## config.mk

```make
export PLATFORM = sky130hd
export DESIGN_NAME = ptmr_top
export DESIGN_NICKNAME = d
export VERILOG_FILES = /design/src/rtl/ptmr_pkg.sv /design/src/rtl/ptmr_counter.sv /design/src/rtl/ptmr_pinlogic.sv /design/src/rtl/ptmr_top.sv
export SDC_FILE = /design/constraint.sdc
export NUM_CORES = 1
export LEC_CHECK = 0
export ABC_AREA = 1
export BUFFER_PORTS_ARGS = -buffer_cell sky130_fd_sc_hd__buf_4
export CAP_MARGIN = 40
export CORE_AREA = 10 10 64 66
export DETAILED_ROUTE_END_ITERATION = 10
export DIE_AREA = 0 0 74 76
export PLACE_DENSITY = 0.78
export REMOVE_ABC_BUFFERS = 1
export SYNTH_ARGS = -nofsm -noshare
export SYNTH_HDL_FRONTEND = slang
export SYNTH_SLANG_ARGS = --single-unit
```

## constraint.sdc

```tcl
create_clock -name clk -period 3.95 [get_ports clk]
set_input_delay 1.185 -clock clk [delete_from_list [all_inputs] [get_ports clk]]
set_output_delay 1.185 -clock clk [all_outputs]
set_load 0.02 [all_outputs]
```

## src/rtl/ptmr_pkg.sv

```systemverilog
package ptmr_pkg;

    localparam int PT_W = 10;

    typedef enum logic [1:0] {
        PM_COUNT = 2'b00,
        PM_CMP   = 2'b01,
        PM_PWM   = 2'b10,
        PM_AUX   = 2'b11
    } pt_mode_e;

    typedef enum logic [1:0] {
        ACT_KEEP   = 2'b00,
        ACT_LOW    = 2'b01,
        ACT_HIGH   = 2'b10,
        ACT_TOGGLE = 2'b11
    } pt_act_e;

    typedef struct packed {
        logic lvl;
        logic run;
    } pt_pin_st_t;

endpackage

```

## src/rtl/ptmr_counter.sv

```systemverilog
module ptmr_counter #(
    parameter int CNT_W = ptmr_pkg::PT_W
) (
    input  logic             clk,
    input  logic             rst_n,
    input  logic             run_en,
    input  logic             periodic,
    input  logic             clr_on_a,
    input  logic [CNT_W-1:0] cmp_a,
    input  logic [CNT_W-1:0] cmp_p,
    output logic [CNT_W-1:0] cnt_q,
    output logic             hit_a,
    output logic             hit_p,
    output logic             below_a
);

    localparam logic [CNT_W-1:0] CNT_MAX = '1;
    localparam logic [CNT_W-1:0] CNT_ONE = CNT_W'(1);

    typedef struct packed {
        logic [CNT_W-1:0] cnt;
    } cnt_st_t;

    cnt_st_t st_d, st_q;

    logic [CNT_W-1:0] last_d;
    logic             eq_a, eq_p, at_max, at_last, wrap_d;

    always_comb begin
        eq_a    = (st_q.cnt == cmp_a);
        eq_p    = (st_q.cnt == cmp_p);
        at_max  = (st_q.cnt == CNT_MAX);
        // last state of a P-defined period; zero selects the full range
        last_d  = (cmp_p == '0) ? CNT_MAX : (cmp_p - CNT_ONE);
        at_last = (st_q.cnt == last_d);

        if (periodic) begin
            wrap_d = at_last;
        end else if (clr_on_a) begin
            wrap_d = eq_a;
        end else if (cmp_p == '0) begin
            wrap_d = at_max;
        end else begin
            wrap_d = eq_p;
        end

        st_d = st_q;
        if (!run_en) begin
            st_d.cnt = '0;
        end else if (wrap_d) begin
            st_d.cnt = '0;
        end else begin
            st_d.cnt = st_q.cnt + CNT_ONE;
        end
    end

    always_ff @(posedge clk or negedge rst_n) begin
        if (!rst_n) begin
            st_q <= '0;
        end else begin
            st_q <= st_d;
        end
    end

    assign cnt_q   = st_q.cnt;
    assign hit_a   = run_en & eq_a;
    assign hit_p   = run_en & (periodic ? at_last : eq_p);
    assign below_a = (st_q.cnt < cmp_a);

endmodule

```

## src/rtl/ptmr_pinlogic.sv

```systemverilog
module ptmr_pinlogic
    import ptmr_pkg::*;
(
    input  logic     clk,
    input  logic     rst_n,
    input  logic     run_en,
    input  pt_mode_e mode,
    input  pt_act_e  act,
    input  logic     lvl_ctl,
    input  logic     hit_a,
    input  logic     below_a,
    output logic     lvl_q,
    output logic     run_q
);

    pt_pin_st_t st_d, st_q;

    always_comb begin
        st_d     = st_q;
        st_d.run = run_en;
        unique case (mode)
            PM_CMP: begin
                if (!run_en) begin
                    st_d.lvl = st_q.lvl;
                end else if (!st_q.run) begin
                    st_d.lvl = lvl_ctl;
                end else if (hit_a) begin
                    unique case (act)
                        ACT_KEEP:   st_d.lvl = st_q.lvl;
                        ACT_LOW:    st_d.lvl = 1'b0;
                        ACT_HIGH:   st_d.lvl = 1'b1;
                        ACT_TOGGLE: st_d.lvl = ~st_q.lvl;
                        default:    st_d.lvl = st_q.lvl;
                    endcase
                end
            end
            PM_PWM: begin
                if (run_en && below_a) begin
                    st_d.lvl = lvl_ctl;
                end else begin
                    st_d.lvl = ~lvl_ctl;
                end
            end
            default: st_d.lvl = 1'b0;
        endcase
    end

    always_ff @(posedge clk or negedge rst_n) begin
        if (!rst_n) begin
            st_q <= '0;
        end else begin
            st_q <= st_d;
        end
    end

    assign lvl_q = st_q.lvl;
    assign run_q = st_q.run;

endmodule

```

## src/rtl/ptmr_top.sv

```systemverilog
module ptmr_top
    import ptmr_pkg::*;
#(
    parameter int CNT_W = ptmr_pkg::PT_W
) (
    input  logic             clk,
    input  logic             rst_n,
    input  logic             run_en,
    input  logic [1:0]       mode_sel,
    input  logic [1:0]       out_act,
    input  logic             lvl_ctl,
    input  logic             pol_inv,
    input  logic             clr_sel,
    input  logic [CNT_W-1:0] cmp_a,
    input  logic [CNT_W-1:0] cmp_p,
    output logic             pin_o,
    output logic             pin_n_o,
    output logic             match_a_o,
    output logic             match_p_o
);

    pt_mode_e         mode;
    pt_act_e          act;
    logic             periodic, drives_pin;
    logic [CNT_W-1:0] cnt_q;
    logic             hit_a, hit_p, below_a;
    logic             lvl_q, run_q;

    assign mode       = pt_mode_e'(mode_sel);
    assign act        = pt_act_e'(out_act);
    assign periodic   = (mode == PM_PWM) || (mode == PM_AUX);
    assign drives_pin = (mode == PM_CMP) || (mode == PM_PWM);

    ptmr_counter #(.CNT_W(CNT_W)) u_cnt (
        .clk      (clk),
        .rst_n    (rst_n),
        .run_en   (run_en),
        .periodic (periodic),
        .clr_on_a (clr_sel),
        .cmp_a    (cmp_a),
        .cmp_p    (cmp_p),
        .cnt_q    (cnt_q),
        .hit_a    (hit_a),
        .hit_p    (hit_p),
        .below_a  (below_a)
    );

    ptmr_pinlogic u_pin (
        .clk     (clk),
        .rst_n   (rst_n),
        .run_en  (run_en),
        .mode    (mode),
        .act     (act),
        .lvl_ctl (lvl_ctl),
        .hit_a   (hit_a),
        .below_a (below_a),
        .lvl_q   (lvl_q),
        .run_q   (run_q)
    );

    assign pin_o     = drives_pin ? (lvl_q ^ pol_inv) : 1'b0;
    assign pin_n_o   = ~pin_o;
    assign match_a_o = hit_a;
    assign match_p_o = hit_p;

endmodule

```

---- Yosys cells after proc, flatten, opt, wreduce, memory -nomap -nowiden ----
Cells that the tools add are included.
word-level totals
  register bits ........................... 12
  input bits .............................. 30
  output and inout bits ................... 4
operators by class
  add/subtract/negate cells ............... 2
  $lt $le $gt $ge ......................... 1
  eq/ne operators ......................... 13
  mux-type cells .......................... 14
  bitwise gates (word level) .............. 6
  reduce and logical (&&, ||, !) cells .... 6
operators with widths
  operator                                              count
  equality test 10 bit                                  3
  two-way mux 10 bit                                    3
  adder 10 x 1 -> 10 bit (second input constant)        1
  equality test 10 bit (second input constant)          1
  zero test 10 bit                                      1
  < comparator 10 bit                                   1
  subtractor 10 x 1 -> 10 bit (second input constant)   1
  two-way mux 1 bit                                     9
  equality test 2 bit (second input constant)           4
  inequality test 3 bit (second input constant)         2
  equality test 2 x 1 -> 1 bit (second input constant)  2
  inverter 1 bit                                        3
  one-hot mux 1 bit (3 select lines)                    1
  AND reduction 3 bit                                   1
  AND 1 bit                                             2
  zero test 2 bit                                       1
  logical OR 1 bit                                      2
  inequality test 2 bit (second input constant)         1
  one-hot mux 1 bit (2 select lines)                    1
  logical AND 1 bit                                     1
  XOR 1 bit                                             1

---- Longest topological paths before layout ----
Gate-level depths: netlist of the first run.
  depth in word-level cells ............... 6
  gate-level depth with buffers ........... 15
  depth with buffers taken out ............ 15

---- Cells and area by module ----
Synthesis of the first run repeated with hierarchy kept, for this count alone.
unflattened totals
  cells, all modules ...................... 267
  area, all modules ....................... 1586.5 um2
modules (own cells, without submodules)
  module         times used  cells an instance  area an instance (um2)
  ptmr_counter   1           222                1325.0
  ptmr_pinlogic  1           32                 188.9
  ptmr_top       1           13                 72.6

---- Worst setup path after synthesis of the first run ----
OpenSTA, ideal clock, no wires.
  kind .................................... input -> output
  from .................................... input cmp_p[0]
  to ...................................... output match_p_o
  arrival ................................. 2700 ps
  path slack .............................. 65 ps
  stages on the path ...................... 14
  cells stage by stage .................... inv_1 > ha_1 > inv_1 > nor2_1 > nand2_1 > nor2_2 > nand2_1 > nand2_1 > nand2_1 > nor2_1 > nand3_1 > nor2_1 > nand2_2 > a21oi_1
between the ends
  cells in the longest elaborated chain, start to end .. 5
  elaborated cells on any way between the ends .. 7
  classes of those cells .................. add/sub (1); eq/ne (2); mux (2); bitwise (1); reduce/logical (1)
ends and longest elaborated chain
  what                                                             line                RTL
  start, declared                                                  ptmr_top.sv:15      input logic [CNT_W-1:0] cmp_p,
  subtractor 10 x 1 -> 10 bit or zero test 10 bit (tied branches)  ptmr_counter.sv:34  last_d = (cmp_p == '0) ? CNT_MAX : (cmp_p - CNT_ONE);
  two-way mux 10 bit                                               ptmr_counter.sv:34
  equality test 10 bit                                             ptmr_counter.sv:35  at_last = (st_q.cnt == last_d);
  two-way mux 1 bit (*)                                            ptmr_counter.sv:67  assign hit_p = run_en & (periodic ? at_last : eq_p);
  AND 1 bit (*)                                                    ptmr_counter.sv:67
  end, declared                                                    ptmr_top.sv:19      output logic match_p_o
Mark *: on every way between the ends. The rest lies on a longest branch, timed or not.

---- Worst setup path in the final report of the first run ----
  from .................................... input cmp_p[5]
  to ...................................... output match_p_o
The elaborated chain is that of the path after synthesis.

==> run metrics, run 1 <==
Die Ht=76 um; clock tree from TritonCTS=yes; Final Max Tran Viols=0; Largest stage delay, worst path=0.20 ns; Total Neg Setup Slack=0 ns; Final Hold Viols=0; 1st-iter DRT viols=119; most frequent cells in the layout=nand2_1 (67), buf_4 (42), inv_1 (39); pwr/cell area=174 nW/um^2; number of routed nets with antenna violations=0; Slowest-stage cell, CP=nor2_1; Most used DFF post-synth=dfrtp_1; CP arrival=2.66 ns; Yosys top cell area share=19.8%; DR DRC count=0; Layout Cells excl Fill=337; total CTS buffers=3; Worst Setup End Kind=primary output; Crit path required time=2.76 ns; r2r worst-path depth=13; diode count=0; wire length per cell=12.8 um; clock slew at reported path FFs=0.07 ns; outcome=completed; maxcap violations=0; Syn Area/Cell=5.97 um^2; Period Utilization, post-route=97.3%; fmax=0.260 GHz; Congestion Overflow GR=0; Layout fillers=275; worst path cell trace=buf_4 -> inv_2 -> nand2_1 -> nor2_1 -> nand3_2 -> nand3_1 -> nand2_1 -> nor2_1 -> nand3_1 -> nor2_2 -> nand2_2 -> a21oi_2 -> buf_6; Routed Wire Length=4300 um; clk_skew=0.00181 ns; Max clock buf depth=2; Max VDD drop=0.000196 V; Root Buffer=clkbuf_4; DRT Pass-1 Iters=4; largest net degree at the start of global routing=13; Cell Area, Synth=1520 um^2; Chip Width=74 um; commonest non-fill, non-tap cell in the layout=nand2_1; CP top delay family=simple AND/OR/NAND/NOR gates; DR vias=1762; area of the multi-input gates=1100 um^2; Post-synth EDFFs=0; Post-Syn Instances=254; later-pin clock latency in the skew report=0.28 ns; Least-Margin Pin Slew=0.479 ns; vias per cell=5.23; Slew headroom=67.8%; Buf/Inv on CP=3; total global routing track utilization=14.7%; clk sinks=12; largest fanout on the critical path=5; sequential cell area fraction in the yosys report=19.8%; ys async rst share=100%; Crit path depth=13; nets=350; hpwl dp=3390 um; Syn. warnings=0; initial antenna violation count=0; Distinct cells, synth=28; vias in the first global route=1665; Core Rows=20; HP Class=reg2reg; critical path startpoint category=primary input; Finished Cell Area=2010 um^2; Leak=1.09 nW; ranking of synthesized cells by area=dfrtp_1 (20%), nand2_1 (17%), ha_1 (12%); die area=5620 um^2; largest area contributor in the netlist=dfrtp_1; starting density of the core=51.8%; total power=0.000349 W; layout overhead on the synthesized area=32.3%; critical path class=in2out; Seq cells post-synth=12; min Tclk post-route=3.84 ns; RD Place Congestion=0.885; I/O pins=34; global-route wire length before repair=6880 um; DP Area=1860 um^2; Hold Path Cell Cnt=2; ratio of cells with drive above 1 in the final layout=24.0%; H-tree levels=1; Final setup viols=0; Cells after DPL=327; PortBufs=33; core area=2930 um^2; Register Area=300 um^2
## final timing paths
kind                       slack, ns                        to                     start
min in group asynchronous       0.73  u_cnt.cnt_q[6]$_DFF_PN0_                     rst_n
max in group asynchronous       3.07   u_pin.lvl_q$_DFFE_PN0P_                     rst_n
setup / recovery                0.11                 match_p_o                  cmp_p[5]
hold / removal                  0.57   u_pin.lvl_q$_DFFE_PN0P_   u_pin.lvl_q$_DFFE_PN0P_
hold reg to reg                 0.57   u_pin.lvl_q$_DFFE_PN0P_   u_pin.lvl_q$_DFFE_PN0P_
setup reg to reg                1.91  u_cnt.cnt_q[8]$_DFF_PN0_  u_cnt.cnt_q[8]$_DFF_PN0_
## state kept, by name, indices dropped and copies added (netlist names)
| signal | cells |
|---|---|
| u_pin.run_q | 1 |
| u_cnt.cnt_q | 10 |
| u_pin.lvl_q | 1 |
## worst register-to-register path, cell delays in order (launching register included)
cell and delay (ns):
dfrtp_1 0.45, xnor2_1 0.32, o21ai_0 0.15, nand2_1 0.08
nand2_1 0.04, nor2_1 0.09, nand3_1 0.09, nor2_2 0.10
nand2_2 0.07, buf_4 0.13, buf_4 0.12, buf_4 0.13
nand2_4 0.11, nor2_1 0.06
## final cells by class
cell class | instances | area share [%]
Multi-Input combinational cell | 198 | 54.7
Sequential cell | 12 | 15.0
Clock buffer | 4 | 1.81
Timing Repair Buffer | 46 | 18.0
Tap cell | 33 | 2.06
Inverter | 44 | 8.48
## where the power goes
| group | internal [W] | leakage, nW | switching, W | total, W |
|---|---|---|---|---|
| logic | 0.0000544 | 0.904 | 0.0000649 | 0.000119 |
| registers | 0.000126 | 0.163 | 0.00000579 | 0.000132 |
| clock network | 0.0000561 | 0.0210 | 0.0000418 | 0.0000979 |
## stage by stage
stage               utilization [%]  worst slack, ns  hold slack (ns)
floorplan                         -           0.0653            0.520
global placement               63.6          -0.0569            0.558
detailed placement             63.6          -0.0500            0.556
CTS                            66.6          0.00164            0.573
global route                   68.5          -0.0677            0.629
finish                         68.5            0.105            0.569
## per-layer routing
metal	up-vias	track usage [%]	part of all wire [%]
li1	924	-	-
met1	784	16.9	43
met2	48	25.1	49
met3	6	2.73	5.8
met4	0	6.34	1.8
met5	-	0	0
## timing repair
action                                  CTS  global route
pin swaps                                 8             7
endpoints found under the setup margin    1             1
gates cloned                              0             1
setup buffers                             4             1
hold endpoints to repair                  0             0
resized for setup                         8            15
hold buffers                              0             0
## cells by family after synthesis
family | Yosys count | synth area share, %
simple gates | 152 | 44.2
buf+inv | 45 | 11.1
compound gates | 24 | 8.99
fa+ha+maj | 15 | 12.4
flops | 12 | 19.8
xor+xnor | 6 | 3.47
## cells in the mapped netlist (all sizes together), types with 2 or more instances
master / number
inv: 44
nor3: 2
nand4: 8
nor2: 38
nand2: 71
nand3: 31
xor2: 5
o21ai: 11
ha: 15
a21oi: 7
dfrtp: 12
No activity file was read; power rests on OpenSTA's default activity.
==> inputs of run 2 (changes only) <==
--- a/config.mk
+++ b/config.mk
@@ -12,6 +12,7 @@
 export DETAILED_ROUTE_END_ITERATION = 10
 export DIE_AREA = 0 0 74 76
 export PLACE_DENSITY = 0.78
+export RECOVER_POWER = 100
 export REMOVE_ABC_BUFFERS = 1
 export SYNTH_ARGS = -nofsm -noshare
 export SYNTH_HDL_FRONTEND = slang
==> run 2 against run 1 <==
Net effect:
- clock skew is 0.00057 ns higher
- final area is 1.5% lower
- clock-buffer cell count unchanged
- highest routed layer unchanged
- sequential share of layout area grew 0.23 points
- critical path type unchanged
- clock power is 0.4% lower
- largest power group unchanged
- fmax up 0.35%
==> run metrics, run 2 (synthesized netlist as in run 1, its figures left out) <==
outcome=completed; sw frac=32.3%; Place WS=-0.0500 ns; Final Max Tran Viols=0; vias in the first global route=1665; Switch Pwr=0.000112 W; initial antenna violation count=0; Crit path required time=2.76 ns; most frequent cells in the layout=nand2_1 (68), inv_1 (39), buf_4 (35); total global routing track utilization=14.7%; Cells after DPL=327; DRT Pass-1 Iters=4; maxcap violations=0; clock tree from TritonCTS=yes; DR DRC count=0; 1st-iter DRT viols=164; critical path class=in2out; ratio of cells with drive above 1 in the final layout=22.0%; DR vias=1748; hpwl dp=3390 um; PortBufs=33; fmax=0.261 GHz; Max VDD drop=0.000201 V; Chip Width=74 um; Congestion Overflow GR=0; layout overhead on the synthesized area=30.4%; Core Rows=20; total power=0.000345 W; clk_skew=0.00238 ns; min-delay src=u_pin.lvl_q$_DFFE_PN0P_; min Tclk post-route=3.83 ns; Routed Wire Length=4260 um; Layout Cells excl Fill=337; Leak=1.07 nW; Period Utilization, post-route=97.0%; largest fanout on the critical path=5; number of routed nets with antenna violations=0; H-tree levels=1; global-route wire length before repair=6880 um; critical path startpoint category=primary input; CP arrival=2.65 ns; CTS Hold Bufs=0; Final setup viols=0; Pint=0.000234 W; worst r2r src=u_cnt.cnt_q[8]$_DFF_PN0_; Die Ht=76 um; Finished Cell Area=1980 um^2; clk sinks=12; Hold Path Cell Cnt=2; Worst Setup End Kind=primary output; core area=2930 um^2; Flop pwr share=38.3%; Comb pwr share=33.5%; clock slew at reported path FFs=0.07 ns; I/O pins=34; commonest non-fill, non-tap cell in the layout=nand2_1; Root Buffer=clkbuf_4; diode count=0; DP Area=1860 um^2; worst r2r dst=u_cnt.cnt_q[4]$_DFF_PN0_; Hold EP=u_pin.lvl_q$_DFFE_PN0P_; RD Place Congestion=0.885; Max clock buf depth=2; Slew headroom=58.1%; Worst R2R Setup Slack=1.72 ns; vias per cell=5.19; nets=350; Least-Margin Pin Slew=0.628 ns; Final Hold Viols=0; starting density of the core=51.8%; max reg flops=10; pwr/cell area=175 nW/um^2; later-pin clock latency in the skew report=0.28 ns; total CTS buffers=3; wire length per cell=12.6 um; die area=5620 um^2; HP Class=reg2reg; fin worst setup slack=0.119 ns; Clock power frac=28.2%; r2r worst-path depth=13; largest net degree at the start of global routing=13
==> run 2: cell count changes in the layout (fill, tap and decap cells not counted) <==
| cell | change |
|---|---|
| buf_4 | -7 |
| buf_6 | -1 |
| clkbuf_1 | +5 |
| clkbuf_4 | +3 |
| nand2_1 | +1 |
| nand2_4 | -1 |
==> run 2: power by group through the flow <==
stage	combinational (W)	sequential (W)	clock, W
after CTS	0.000113	0.000132	0.000100
final	0.000116	0.000132	0.0000975
after floorplan	0.0000601	0.000133	0
after global placement	0.000109	0.000134	0
after global routing	0.000131	0.000133	0.000107
after detailed placement	0.000111	0.000134	0
==> run 2: layer usage <==
metal	vias up	global-route usage, %	part of all wire, %
li1	922	-	-
met1	773	16.9	44
met2	45	25.1	50
met3	8	2.73	4.2
met4	0	6.34	2.0
met5	-	0	0
==> run 2: how the worst max path moves through the flow <==
stage	from	end	slack, ns
floorplan	cmp_p[0]	match_p_o	0.07
global placement	cmp_p[0]	match_p_o	-0.06
detailed placement	cmp_p[0]	match_p_o	-0.05
CTS	cmp_p[0]	match_p_o	0.002
global route	cmp_p[0]	match_p_o	-0.07
finish	cmp_p[5]	match_p_o	0.12
==> run 2: cell type report <==
| cell class | count | area (um^2) |
|---|---|---|
| tap | 33 | 41.3 |
| timing repair buffer | 46 | 338 |
| inverter | 44 | 170 |
| clock buffer | 4 | 36.3 |
| multi-input combinational | 198 | 1090 |
| sequential | 12 | 300 |
| fill | 281 | 951 |
==> run 2: repair_timing <==
item	in CTS	in global routing
setup endpoints to repair	1	1
setup buffers	4	1
gates cloned	0	1
pin swaps	8	7
gates resized for setup	8	15
==> run 2: through the flow <==
stage / setup TNS [ns] / hold slack (ns) / util, %
2_1_floorplan: 0 / 0.520 / -
3_3_place_gp: -0.0569 / 0.558 / 63.6
3_5_place_dp: -0.0500 / 0.556 / 63.6
4_1_cts: 0 / 0.573 / 66.6
5_1_grt: -0.0683 / 0.629 / 67.5
6_report: 0 / 0.569 / 67.5
==> run 2: critical path, cell delays in order <==
cell	delay [ns]
buf_4	0.13
inv_2	0.07
nand2_1	0.08
nor2_1	0.20
nand3_2	0.16
nand3_1	0.10
nand2_1	0.06
nor2_1	0.11
nand3_1	0.09
nor2_2	0.10
nand2_2	0.07
a21oi_2	0.12
buf_4	0.15
